`src/rtl/carrier_loop_pkg.sv`:
```
package carrier_loop_pkg;
  // Quarter-wave amplitude: parabolic fit of a sine over one quadrant,
  // index m in 0..n, peak amp at m = n, rounded to nearest.
  function automatic int qw_amp(int m, int n, int amp);
    return (amp * m * (2 * n - m) + (n * n) / 2) / (n * n);
  endfunction
endpackage

```
`src/rtl/cl_nco.sv`:
```
module cl_nco #(
  parameter int PH_W  = 24,
  parameter int IN_W  = 8,
  parameter int TBL_W = 8,
  parameter int QW_AW = 4,
  parameter int LW_W  = 21
) (
  input  logic                        clk,
  input  logic                        rst_n,
  input  logic signed [IN_W-1:0]      if_sample,
  input  logic                        sample_vld,
  input  logic [PH_W-1:0]             nom_freq,
  input  logic signed [LW_W-1:0]      loop_word,
  input  logic                        est_load,
  input  logic [PH_W-1:0]             est_phase,
  output logic signed [IN_W+TBL_W-1:0] mix_i,
  output logic signed [IN_W+TBL_W-1:0] mix_q,
  output logic                        mix_vld
);
  localparam int N     = 1 << QW_AW;
  localparam int AMP   = (1 << (TBL_W - 1)) - 1;
  localparam int MIX_W = IN_W + TBL_W;

  logic signed [TBL_W-1:0] qw_tbl [N+1];

  for (genvar m = 0; m <= N; m++) begin : g_tbl
    assign qw_tbl[m] = TBL_W'(carrier_loop_pkg::qw_amp(m, N, AMP));
  end

  logic [PH_W-1:0]          phase_r, phase_d, step;
  logic [1:0]               quad_s, quad_c;
  logic [QW_AW:0]           idx, mir;
  logic signed [TBL_W-1:0]  mag_s, mag_c, sin_v, cos_v;
  logic signed [MIX_W-1:0]  mi_d, mq_d, prod_s;

  always_comb begin
    quad_s = phase_r[PH_W-1 -: 2];
    quad_c = quad_s + 2'd1;
    idx    = {1'b0, phase_r[PH_W-3 -: QW_AW]};
    mir    = (QW_AW+1)'(N) - idx;
    mag_s  = quad_s[0] ? qw_tbl[mir] : qw_tbl[idx];
    mag_c  = quad_c[0] ? qw_tbl[mir] : qw_tbl[idx];
    sin_v  = quad_s[1] ? -mag_s : mag_s;
    cos_v  = quad_c[1] ? -mag_c : mag_c;
    step   = nom_freq + {{(PH_W-LW_W){loop_word[LW_W-1]}}, loop_word};
    prod_s = MIX_W'(if_sample) * MIX_W'(sin_v);
    mi_d   = MIX_W'(if_sample) * MIX_W'(cos_v);
    mq_d   = -prod_s;
    if (est_load)        phase_d = est_phase;
    else if (sample_vld) phase_d = phase_r + step;
    else                 phase_d = phase_r;
  end

  always_ff @(posedge clk or negedge rst_n) begin
    if (!rst_n) begin
      phase_r <= '0;
      mix_i   <= '0;
      mix_q   <= '0;
      mix_vld <= 1'b0;
    end else begin
      phase_r <= phase_d;
      mix_vld <= sample_vld;
      if (sample_vld) begin
        mix_i <= mi_d;
        mix_q <= mq_d;
      end
    end
  end
endmodule

```
`src/rtl/cl_phase_det.sv`:
```
module cl_phase_det #(
  parameter int DET_W = 8,
  parameter int PE_W  = DET_W + 2
) (
  input  logic                    clk,
  input  logic                    rst_n,
  input  logic signed [DET_W-1:0] det_i,
  input  logic signed [DET_W-1:0] det_q,
  input  logic                    det_stb,
  output logic signed [PE_W-1:0]  pe,
  output logic                    pe_vld
);
  logic signed [PE_W-1:0] ti, tq, pe_d;

  always_comb begin
    // sign of zero counts as positive
    tq   = det_i[DET_W-1] ? -PE_W'(det_q) : PE_W'(det_q);
    ti   = det_q[DET_W-1] ? -PE_W'(det_i) : PE_W'(det_i);
    pe_d = det_stb ? (tq - ti) : pe;
  end

  always_ff @(posedge clk or negedge rst_n) begin
    if (!rst_n) begin
      pe     <= '0;
      pe_vld <= 1'b0;
    end else begin
      pe     <= pe_d;
      pe_vld <= det_stb;
    end
  end
endmodule

```
`src/rtl/cl_loop_filter.sv`:
```
module cl_loop_filter #(
  parameter int PE_W  = 10,
  parameter int ACC_W = 20,
  parameter int SH_W  = 4,
  parameter int LW_W  = ACC_W + 1
) (
  input  logic                    clk,
  input  logic                    rst_n,
  input  logic signed [PE_W-1:0]  pe,
  input  logic                    pe_vld,
  input  logic                    loop_en,
  input  logic [SH_W-1:0]         kp_shift,
  input  logic [SH_W-1:0]         ki_shift,
  input  logic                    est_load,
  input  logic signed [ACC_W-1:0] est_freq,
  output logic signed [ACC_W-1:0] integ,
  output logic signed [LW_W-1:0]  loop_word
);
  localparam int SPAN = PE_W + (1 << SH_W);
  localparam int WIDE = (SPAN > ACC_W) ? SPAN + 1 : ACC_W + 1;
  localparam logic signed [WIDE-1:0] ACC_MAX =
    {{(WIDE-ACC_W+1){1'b0}}, {(ACC_W-1){1'b1}}};
  localparam logic signed [WIDE-1:0] ACC_MIN =
    {{(WIDE-ACC_W+1){1'b1}}, {(ACC_W-1){1'b0}}};

  function automatic logic signed [ACC_W-1:0] clip(logic signed [WIDE-1:0] v);
    if (v > ACC_MAX)      return ACC_MAX[ACC_W-1:0];
    else if (v < ACC_MIN) return ACC_MIN[ACC_W-1:0];
    else                  return v[ACC_W-1:0];
  endfunction

  logic signed [ACC_W-1:0] prop_r, prop_d, integ_d;
  logic signed [WIDE-1:0]  inc_i, inc_p, sum_i;

  always_comb begin
    inc_i = WIDE'(pe) <<< ki_shift;
    inc_p = WIDE'(pe) <<< kp_shift;
    sum_i = WIDE'(integ) + inc_i;
    if (est_load)                integ_d = est_freq;
    else if (loop_en && pe_vld)  integ_d = clip(sum_i);
    else                         integ_d = integ;
    if (est_load || !loop_en)    prop_d = '0;
    else if (pe_vld)             prop_d = clip(inc_p);
    else                         prop_d = prop_r;
    loop_word = LW_W'(integ) + LW_W'(prop_r);
  end

  always_ff @(posedge clk or negedge rst_n) begin
    if (!rst_n) begin
      integ  <= '0;
      prop_r <= '0;
    end else begin
      integ  <= integ_d;
      prop_r <= prop_d;
    end
  end
endmodule

```
`src/rtl/carrier_loop.sv`:
```
module carrier_loop #(
  parameter int IN_W  = 8,
  parameter int DET_W = 8,
  parameter int PH_W  = 24,
  parameter int ACC_W = 20,
  parameter int TBL_W = 8,
  parameter int QW_AW = 4,
  parameter int SH_W  = 4,
  localparam int MIX_W = IN_W + TBL_W,
  localparam int LW_W  = ACC_W + 1
) (
  input  logic                    clk,
  input  logic                    rst_n,
  input  logic signed [IN_W-1:0]  if_sample,
  input  logic                    sample_vld,
  output logic signed [MIX_W-1:0] mix_i,
  output logic signed [MIX_W-1:0] mix_q,
  output logic                    mix_vld,
  input  logic signed [DET_W-1:0] det_i,
  input  logic signed [DET_W-1:0] det_q,
  input  logic                    det_stb,
  input  logic [PH_W-1:0]         nom_freq,
  input  logic [SH_W-1:0]         kp_shift,
  input  logic [SH_W-1:0]         ki_shift,
  input  logic                    loop_en,
  input  logic                    est_load,
  input  logic [PH_W-1:0]         est_phase,
  input  logic signed [ACC_W-1:0] est_freq,
  output logic signed [ACC_W-1:0] freq_err,
  output logic signed [LW_W-1:0]  loop_word
);
  localparam int PE_W = DET_W + 2;

  logic signed [PE_W-1:0] pe;
  logic                   pe_vld;

  cl_nco #(
    .PH_W(PH_W), .IN_W(IN_W), .TBL_W(TBL_W), .QW_AW(QW_AW), .LW_W(LW_W)
  ) u_nco (
    .clk(clk), .rst_n(rst_n), .if_sample(if_sample), .sample_vld(sample_vld),
    .nom_freq(nom_freq), .loop_word(loop_word), .est_load(est_load),
    .est_phase(est_phase), .mix_i(mix_i), .mix_q(mix_q), .mix_vld(mix_vld)
  );

  cl_phase_det #(.DET_W(DET_W), .PE_W(PE_W)) u_pd (
    .clk(clk), .rst_n(rst_n), .det_i(det_i), .det_q(det_q),
    .det_stb(det_stb), .pe(pe), .pe_vld(pe_vld)
  );

  cl_loop_filter #(
    .PE_W(PE_W), .ACC_W(ACC_W), .SH_W(SH_W), .LW_W(LW_W)
  ) u_lf (
    .clk(clk), .rst_n(rst_n), .pe(pe), .pe_vld(pe_vld), .loop_en(loop_en),
    .kp_shift(kp_shift), .ki_shift(ki_shift), .est_load(est_load),
    .est_freq(est_freq), .integ(freq_err), .loop_word(loop_word)
  );
endmodule

```
`config.mk`:
```
export PLATFORM = sky130hd
export DESIGN_NAME = carrier_loop
export DESIGN_NICKNAME = d
export VERILOG_FILES = /design/src/rtl/carrier_loop_pkg.sv /design/src/rtl/cl_nco.sv /design/src/rtl/cl_phase_det.sv /design/src/rtl/cl_loop_filter.sv /design/src/rtl/carrier_loop.sv
export SDC_FILE = /design/constraint.sdc
export NUM_CORES = 1
export LEC_CHECK = 0
export BUFFER_PORTS_ARGS = -buffer_cell sky130_fd_sc_hd__buf_4
export CAP_MARGIN = 10
export CELL_PAD_IN_SITES_DETAIL_PLACEMENT = 0
export CELL_PAD_IN_SITES_GLOBAL_PLACEMENT = 2
export CORE_AREA = 10 10 220 222
export CTS_CLUSTER_SIZE = 12
export DETAILED_ROUTE_END_ITERATION = 10
export DIE_AREA = 0 0 230 232
export PLACE_DENSITY_LB_ADDON = 0.25
export SLEW_MARGIN = 10
export SYNTH_ARGS = -nofsm -noshare
export SYNTH_HDL_FRONTEND = slang
export SYNTH_HIERARCHICAL = 1
export SYNTH_SLANG_ARGS = --single-unit
```
`constraint.sdc`:
```
create_clock -name clk -period 9.8 [get_ports clk]
set_input_delay 1.96 -clock clk [delete_from_list [all_inputs] [get_ports clk]]
set_output_delay 1.96 -clock clk [all_outputs]
set_load 0.01 [all_outputs]
```
==> results of run 1 <==
[logic make-up after synthesis]
family	share of synthesized area, %
AO/OA/AOI/OAI	20.9
AND/OR/NAND/NOR	15.8
buffers and inverters	6.37
flip-flops	16.4
multiplexers	5.98
adder cells (fa/ha/maj)	28.3
XOR/XNOR	6.21
[path summary, 6_finish.rpt]
path / from / end / slack, ns / cells past startpoint
hold reg to reg: u_lf/prop_r[17] / u_lf/prop_r[17] / 0.51 / 1
max in group asynchronous: rst_n / u_lf/prop_r[11] / 6.92 / 2
hold / removal: u_lf/prop_r[17] / u_lf/prop_r[17] / 0.51 / 1
setup / recovery: u_nco/phase_r[18] / u_nco/mix_q[15] / 1.39 / 27
setup reg to reg: u_nco/phase_r[18] / u_nco/mix_q[15] / 1.39 / 27
min in group asynchronous: rst_n / u_nco/phase_r[20] / 1.68 / 1
[layout by cell type, fill, tap and decap left out, types with 26 or more instances in the layout]
| cell | n |
|---|---|
| nor3_1 | 30 |
| xor2_1 | 26 |
| nor2b_1 | 41 |
| and2_1 | 67 |
| nor2_1 | 133 |
| mux2i_1 | 44 |
| o21ai_0 | 116 |
| dfrtp_1 | 108 |
| a21o_1 | 33 |
| a21oi_1 | 124 |
| xnor2_1 | 82 |
| buf_4 | 187 |
| mux2_2 | 39 |
| nand2_1 | 163 |
| ha_1 | 159 |
| nand3_1 | 27 |
| inv_1 | 188 |
| fa_1 | 133 |
[area by class of cell]
type                            count  share of cell area [%]
Sequential cell                   108                    14.5
Clock inverter                      6                   0.411
Inverter                          190                    3.84
Clock buffer                       10                    1.29
Tap cell                          592                    3.99
Multi-Input combinational cell   1535                    68.4
Timing Repair Buffer              187                    7.55
[critical path: stages (launching register included)]
cell	delay [ns]
dfrtp_1	0.60
inv_1	0.37
ha_1	0.63
nand2_1	0.15
nand2_1	0.11
nand2_1	0.05
a31oi_1	0.28
nor2_1	0.07
a31oi_1	0.63
inv_1	0.10
ha_1	0.30
a21oi_1	0.53
nor2b_1	0.14
fa_1	0.65
fa_1	0.59
inv_1	0.05
fa_1	0.46
fa_1	0.49
ha_1	0.31
ha_1	0.36
and2_1	0.18
a221oi_1	0.32
a31oi_1	0.16
o21ai_0	0.26
nand2b_1	0.09
a21oi_1	0.17
xnor2_1	0.13
a21oi_1	0.08
[sequential cells by signal (all words and copies together), names as in the netlist]
name,count
u_nco/phase_r,24
u_lf/integ,20
u_lf/prop_r,20
u_nco/mix_i,16
u_nco/mix_q,16
u_pd/pe,10
u_nco/mix_vld,1
u_pd/pe_vld,1
[per-stage QoR]
stage / utilization (%) / hold WS [ns] / worst slack, ns
floorplan: - / 0.463 / 2.55
global placement: 41.6 / 0.480 / 1.40
detailed placement: 41.6 / 0.488 / 1.37
CTS: 42.3 / 0.507 / 1.32
global route: 42.3 / 0.528 / 0.630
finish: 42.3 / 0.508 / 1.39
[layer usage]
layer | global-route usage [%] | share of wire [%]
met1 | 25.7 | 45
met2 | 32.5 | 47
met3 | 3.81 | 5.2
met4 | 7.24 | 3.0
met5 | 0 | 0
==> summary.md, run 1 <==
| Metric | Value |
|---|---|
| Hold buffers post-CTS | 0 |
| Clock tree sinks | 108 |
| Core area | 43900 sq um |
| Total track usage | 19.9% |
| Sequential share of the synthesized area | 16.4% |
| Net count, final | 2429 |
| Root Driver | clkbuf_16 |
| Fillers | 4502 |
| Worst Setup End Kind | flop |
| Primary FF master, synth | dfrtp_1 |
| Count of flip-flops with a built-in enable after synthesis | 0 |
| Synth-to-Final Area Change | 12.9% |
| Max frequency | 0.119 GHz |
| Max_cap viols | 0 |
| Initial Util | 37.5% |
| Synth warnings | 6 |
| Tightest Pin Transition | 1.18 ns |
| Fin. max-slew vios | 0 |
| Setup Fix Bufs, Post-CTS | 0 |
| Setup skew after layout | 0.0225 ns |
| Drc violations | 0 |
| Final setup fails | 0 |
| Post-synthesis instance total | 1908 |
| TritonCTS clock tree | done |
| DR vias | 14228 |
| Status | complete, no violations |
| Inst Count DP | 2612 |
| TritonRoute pass-1 iters | 5 |
| Final Hold Viols | 0 |
| Setup TNS | 0 ns |
| Syn avg cell area | 8.63 sq um |
| Area leader, netlist | dfrtp_1 |
| Top cells by area, synth | dfrtp_1, fa_1, ha_1 |
| Die width | 230 um |
| Vias per Instance | 5.41 |
| Dpl cell area | 18300 sq um |
| Port bufs | 179 |
| RSZ-0062 raised after global routing | no |
| CTS resizes | 0 |
| CTS Buffer Depth | 2 |
| GRT overflow | 0 |
| Initial antenna violation count | 0 |
| Synth top cells by count | inv_1, nand2_1, ha_1 |
| IO Count | 180 |
| Die height | 232 um |
| Async set-reset flop share out of synthesis | 100% |
| Min cycle time layout | 8.41 ns |
| CTS Buf Count | 9 |
| Final ANT Viol Nets | 0 |
| Startpoint Class | flop |
| WP data arrival | 8.68 ns |
| Final Cycle Share | 85.8% |
| Wire per inst | 20.1 um |
| Global placement routability congestion | 0.886 |
| Synth Net Count | 2306 |
| CTS H-tree lvls | 3 |
| Die Area | 53400 sq um |
| Critical path data required time | 10.07 ns |
| WL final | 52.8 mm |
| Synth top area share | 16.4% |
| Pin count of the biggest net entering global routing | 66 |
| Worst-path maximum fanout | 16 |
| First-pass GRT wire length | 83.8 mm |
| Synthesized area | 16500 sq um |
| Share of layout cells above drive strength 1 | 15.2% |
| Top-count cell post-synth | inv_1 |
| Rel. slew slack | 20.5% |
| Diode count | 0 |
| Number of global-route vias before repair | 14626 |
| Std cell rows | 77 |
| Yosys cell types | 103 |
| Yosys reg bits | 108 |
| Iter 0 DRT Violations | 922 |
| Skew-Pair Late Insertion Delay | 0.41 ns |
| FF+latch area | 2700 sq um |
| Multi-input gate area | 12700 sq um |
| Worst min path class | reg2reg |
| Finished Layout Cells | 2628 |
| Final Cell Area | 18600 sq um |
| CP Class | reg2reg |
| Clk slew on worst S/H paths | 0.10 ns |
| HPWL after detailed placement | 42.6 mm |
Power of run 1 is left out: the tool's default activity adds up to more than one toggle a clock period on the data nets, which glitch-free logic cannot reach.
==> run 2: changes to the inputs <==
--- a/config.mk
+++ b/config.mk
@@ -10,6 +10,7 @@
 export CELL_PAD_IN_SITES_DETAIL_PLACEMENT = 0
 export CELL_PAD_IN_SITES_GLOBAL_PLACEMENT = 2
 export CORE_AREA = 10 10 220 222
+export CTS_BUF_LIST = sky130_fd_sc_hd__clkbuf_16
 export CTS_CLUSTER_SIZE = 12
 export DETAILED_ROUTE_END_ITERATION = 10
 export DIE_AREA = 0 0 230 232
==> run 2 against run 1 <==
Count of clock-buffer cells in the layout fell by 1. Utilization barely moved. Maximum frequency fell by 0.32%. Register-to-register slack got worse by 0.03 ns. Clock skew rose by 0.00050 ns. Sequential share of layout area barely moved. Design area barely moved. Final cell count did not move. Critical endpoint unchanged. Hold slack got worse by 0.0042 ns. Setup slack got worse by 0.027 ns. Global-route usage barely moved. Sequential cell count did not move. Critical path type unchanged.
==> summary.md, run 2 (synthesis gave the netlist of run 1 again) <==
| Metric | Value |
|---|---|
| CTS resizes | 0 |
| Total track usage | 19.9% |
| Vias per Instance | 5.43 |
| TritonCTS clock tree | done |
| Cell count of the worst hold path | 1 |
| Diode count | 0 |
| Status | complete, no violations |
| Setup TNS | 0 ns |
| CTS Buf Count | 9 |
| Max stage delay cell, worst path | fa_1 |
| Startpoint Class | flop |
| Port bufs | 179 |
| Synth-to-Final Area Change | 12.9% |
| Initial Util | 37.5% |
| Tightest Pin Transition | 1.16 ns |
| Core area | 43900 sq um |
| CP Class | reg2reg |
| Final setup fails | 0 |
| CP peak stage delay | 0.65 ns |
| Worst-path maximum fanout | 16 |
| Commonest non-fill, non-tap cell in the layout | inv_1 |
| Initial antenna violation count | 0 |
| Rel. slew slack | 22.0% |
| Iter 0 DRT Violations | 909 |
| Reg with most FFs | u_nco/phase_r |
| Critical path data required time | 10.07 ns |
| Wire per inst | 20.1 um |
| Skew-Pair Late Insertion Delay | 0.41 ns |
| Fin. max-slew vios | 0 |
| IO Count | 180 |
| Clk slew on worst S/H paths | 0.10 ns |
| Clock tree sinks | 108 |
| Max_cap viols | 0 |
| Setup skew after layout | 0.0230 ns |
| Hold buffers post-CTS | 0 |
| Worst Setup End Kind | flop |
| Final ANT Viol Nets | 0 |
| Setup Fix Bufs, Post-CTS | 0 |
| Std cell rows | 77 |
| Largest register FFs | 24 |
| Pin count of the biggest net entering global routing | 66 |
| Largest registers | u_nco/phase_r (24), u_lf/integ (20), u_lf/prop_r (20) |
| RSZ-0062 raised after global routing | no |
| Final Hold Viols | 0 |
| Max frequency | 0.119 GHz |
| Worst min path class | reg2reg |
| TritonRoute pass-1 iters | 5 |
| Root Driver | clkbuf_16 |
| WL final | 52.7 mm |
| WP data arrival | 8.71 ns |
| GRT overflow | 0 |
| CTS Buffer Depth | 2 |
| Net count, final | 2429 |
| First-pass GRT wire length | 83.8 mm |
| Number of global-route vias before repair | 14627 |
| Share of layout cells above drive strength 1 | 15.1% |
| Top Family by Delay on Critical Path | adder cells |
| Final Cycle Share | 86.1% |
| Leading cell types in the layout, fill and taps excluded | inv_1, buf_4, nand2_1 |
| Drc violations | 0 |
| Worst path depth | 27 |
| Min cycle time layout | 8.43 ns |
| Die Area | 53400 sq um |
| WP buf/inv | 3 |
| Global placement routability congestion | 0.886 |
| Die height | 232 um |
| Die width | 230 um |
| CTS H-tree lvls | 3 |
| HPWL after detailed placement | 42.6 mm |
| DR vias | 14272 |
| Worst reg2reg path depth | 27 |
-- run 2: changes by cell type in the layout (fill, tap and decap cells not counted) --
| cell | change |
|---|---|
| clkinv_1 | +1 |
| clkbuf_8 | -1 |
-- run 2: cell type report --
class / instances / area [sq um]
clock buffer: 9 / 225
clock inverter: 7 / 80.1
fill: 4505 / 25400
inverter: 190 / 713
multi-input combinational: 1535 / 12700
sequential: 108 / 2700
tap: 592 / 741
timing repair buffer: 187 / 1400
-- run 2: final timing paths --
| kind | start | endpoint | slack [ns] |
|---|---|---|---|
| setup / recovery | u_nco/phase_r[18] | u_nco/mix_q[15] | 1.37 |
| hold / removal | u_lf/prop_r[16] | u_lf/prop_r[16] | 0.50 |
| setup reg to reg | u_nco/phase_r[18] | u_nco/mix_q[15] | 1.37 |
| hold reg to reg | u_lf/prop_r[16] | u_lf/prop_r[16] | 0.50 |
| max in group asynchronous | rst_n | u_lf/prop_r[11] | 6.92 |
| min in group asynchronous | rst_n | u_nco/phase_r[20] | 1.68 |
-- run 2: metal layers --
layer  vias up  wire length [um]  global-route usage, %
met5         -                 0                      0
met4         0              1590                   7.24
met3        59              2690                   3.81
met2       348             24500                   32.5
met1      6961             23900                   25.7
li1       6904                 -                      -
-- run 2: stage by stage --
| stage | cells | setup WS [ns] | utilization (%) | hold slack, ns | instance area, sq um |
|---|---|---|---|---|---|
| after floorplan | 1908 | 2.55 | - | 0.463 | 16500 |
| after global placement | 2612 | 1.40 | 41.6 | 0.480 | 18300 |
| after detailed placement | 2612 | 1.37 | 41.6 | 0.488 | 18300 |
| after CTS | 2628 | 1.32 | 42.3 | 0.507 | 18600 |
| after global routing | 2628 | 0.630 | 42.3 | 0.528 | 18600 |
| final | 2628 | 1.37 | 42.3 | 0.504 | 18600 |
Power of run 2 is left out for the same reason.
==> run 3: changes to the inputs <==
--- a/config.mk
+++ b/config.mk
@@ -14,6 +14,7 @@
 export CTS_CLUSTER_SIZE = 12
 export DETAILED_ROUTE_END_ITERATION = 10
 export DIE_AREA = 0 0 230 232
+export GPL_ROUTABILITY_DRIVEN = 0
 export PLACE_DENSITY_LB_ADDON = 0.25
 export SLEW_MARGIN = 10
 export SYNTH_ARGS = -nofsm -noshare
==> constraint.sdc (replaced) <==
create_clock -name clk -period 9.1 [get_ports clk]
set_input_delay 1.82 -clock clk [delete_from_list [all_inputs] [get_ports clk]]
set_output_delay 1.82 -clock clk [all_outputs]
set_load 0.01 [all_outputs]
==> run 3 against run 2 <==
Final cell count hardly changed. Clock skew fell by 0.0041 ns. Utilization is essentially flat. Global-route usage is essentially flat. Maximum frequency rose by 0.10%. Sequential cell count did not move. Routed wire length is 0.13% higher. Critical endpoint is now u_nco/mix_i[14]. First-iteration DRC count down 13%. Sequential share of layout area barely moved. Largest cell class unchanged. Setup slack worse by 0.69 ns. Hold slack lost 0.0046 ns. Register-to-register slack lost 0.69 ns.
==> summary.md, run 3 (synthesis gave the netlist of run 1 again) <==
| Metric | Value |
|---|---|
| CTS Buf Count | 9 |
| TritonRoute pass-1 iters | 7 |
| Final ANT Viol Nets | 0 |
| CTS Buffer Depth | 2 |
| Clock tree sinks | 108 |
| Min cycle time layout | 8.42 ns |
| CTS H-tree lvls | 3 |
| Worst reg2reg path depth | 29 |
| CP Class | reg2reg |
| Setup Fix Bufs, Post-CTS | 0 |
| Top sig layer | met4 |
| Die Area | 53400 sq um |
| R2R Path Start | u_nco/phase_r[18] |
| Fin. max-slew vios | 0 |
| Total length of routed met3 wires | 2.09 mm |
| WL final | 52.8 mm |
| First-pass GRT wire length | 84.8 mm |
| Met2 wire length | 25.5 mm |
| WP data arrival | 8.72 ns |
| GRT overflow | 0 |
| Port bufs | 179 |
| Worst min path class | reg2reg |
| Met1 WL | 24.2 mm |
| Max_cap viols | 0 |
| Final Hold Viols | 0 |
| Leading cell types in the layout, fill and taps excluded | inv_1, buf_4, nand2_1 |
| Crit. Startpoint | u_nco/phase_r[18] |
| Startpoint Class | flop |
| Reg-to-reg setup timing slack | 0.68 ns |
| Net count, final | 2428 |
| Hold buffers post-CTS | 0 |
| Wire per inst | 20.1 um |
| R2R Path End | u_nco/mix_i[14] |
| Rel. slew slack | 30.2% |
| TritonCTS clock tree | done |
| CTS resizes | 0 |
| WP buf/inv | 5 |
| Core area | 43900 sq um |
| Number of global-route vias before repair | 14916 |
| Worst setup endpoint | u_nco/mix_i[14] |
| Std cell rows | 77 |
| HPWL after detailed placement | 42.8 mm |
| Worst path depth | 29 |
| Iter 0 DRT Violations | 787 |
| Die width | 230 um |
| Worst Setup End Kind | flop |
| Fillers | 4500 |
| Largest registers | u_nco/phase_r (24), u_lf/integ (20), u_lf/prop_r (20) |
| Reg with most FFs | u_nco/phase_r |
| Pin count of the biggest net entering global routing | 69 |
| Critical path data required time | 9.39 ns |
| Max frequency | 0.119 GHz |
| Diode count | 0 |
| CP peak stage delay | 0.77 ns |
| Commonest non-fill, non-tap cell in the layout | inv_1 |
| Final setup fails | 0 |
| Drc violations | 0 |
| Vias per Instance | 5.43 |
| Top Family by Delay on Critical Path | adder cells |
| Largest register FFs | 24 |
| Clk slew on worst S/H paths | 0.09 ns |
| Initial Util | 37.5% |
| IO Count | 180 |
| Skew-Pair Late Insertion Delay | 0.41 ns |
| Status | complete, no violations |
| Initial antenna violation count | 0 |
| Total track usage | 19.9% |
| Worst-path maximum fanout | 16 |
| Tightest Pin Transition | 1.04 ns |
| Setup skew after layout | 0.0189 ns |
| Synth-to-Final Area Change | 12.8% |
| DR vias | 14257 |
| Max stage delay cell, worst path | a31oi_1 |
| RSZ-0062 raised after global routing | no |
| Die height | 232 um |
| Final Cycle Share | 92.6% |
| Root Driver | clkbuf_16 |
| Setup TNS | 0 ns |
| Share of layout cells above drive strength 1 | 15.1% |
## run 3: cell count changes in the layout (fill, tap and decap cells not counted)
cell and change:
clkinvlp_4 +1, clkinv_8 +2, a31oi_1 -1, clkinv_1 -1, inv_6 -1, buf_4 -1
clkinv_4 -1, a31oi_2 +1, nor2_2 -1, inv_8 +1, nor2_1 +1, bufinv_16 -1
## run 3: area by class of cell
class	count	area [sq um]	area share (%)
Clock buffer	9	225	1.21
Clock inverter	7	80.1	0.431
Inverter	190	713	3.84
Multi-Input combinational cell	1535	12700	68.5
Sequential cell	108	2700	14.6
Tap cell	592	741	3.99
Timing Repair Buffer	186	1400	7.52
## run 3: worst min-delay path by stage
stage	start	slack [ns]	depth (start not counted)	endpoint
2_1_floorplan	u_lf/prop_r[16]	0.46	1	u_lf/prop_r[16]
3_3_place_gp	u_lf/prop_r[16]	0.48	1	u_lf/prop_r[16]
3_5_place_dp	u_lf/prop_r[16]	0.49	1	u_lf/prop_r[16]
4_1_cts	u_lf/prop_r[16]	0.50	1	u_lf/prop_r[16]
5_1_grt	u_lf/prop_r[11]	0.54	1	u_lf/prop_r[11]
6_report	u_lf/prop_r[16]	0.50	1	u_lf/prop_r[16]
## run 3: worst reg2reg max path, delay by kind of cell, from the launching register on
family / cells / cell delay (ns)
buffers and inverters: 5 / 0.64
xor gates and xnor gates: 1 / 0.38
AOI/OAI and AO/OA: 9 / 2.27
and+or+nand+nor: 7 / 1.04
adders and majority gates: 7 / 3.39
DFF: 1 / 0.61
## run 3: layer usage
metal	vias up	global-route usage (%)
met4	0	5.30
met5	-	0
li1	6887	-
met1	7056	25.6
met3	36	3.02
met2	278	34.1
## run 3: through the flow
stage | instances | instance area, sq um | hold WS (ns) | setup WS [ns] | util [%]
2_1_floorplan | 1908 | 16500 | 0.463 | 1.85 | -
3_5_place_dp | 2611 | 18300 | 0.485 | 0.593 | 41.6
4_1_cts | 2627 | 18600 | 0.505 | 0.563 | 42.3
3_3_place_gp | 2611 | 18300 | 0.480 | 0.850 | 41.6
5_1_grt | 2627 | 18600 | 0.535 | 0.0100 | 42.3
6_report | 2627 | 18600 | 0.499 | 0.675 | 42.3
Power of run 3 is left out for the same reason.
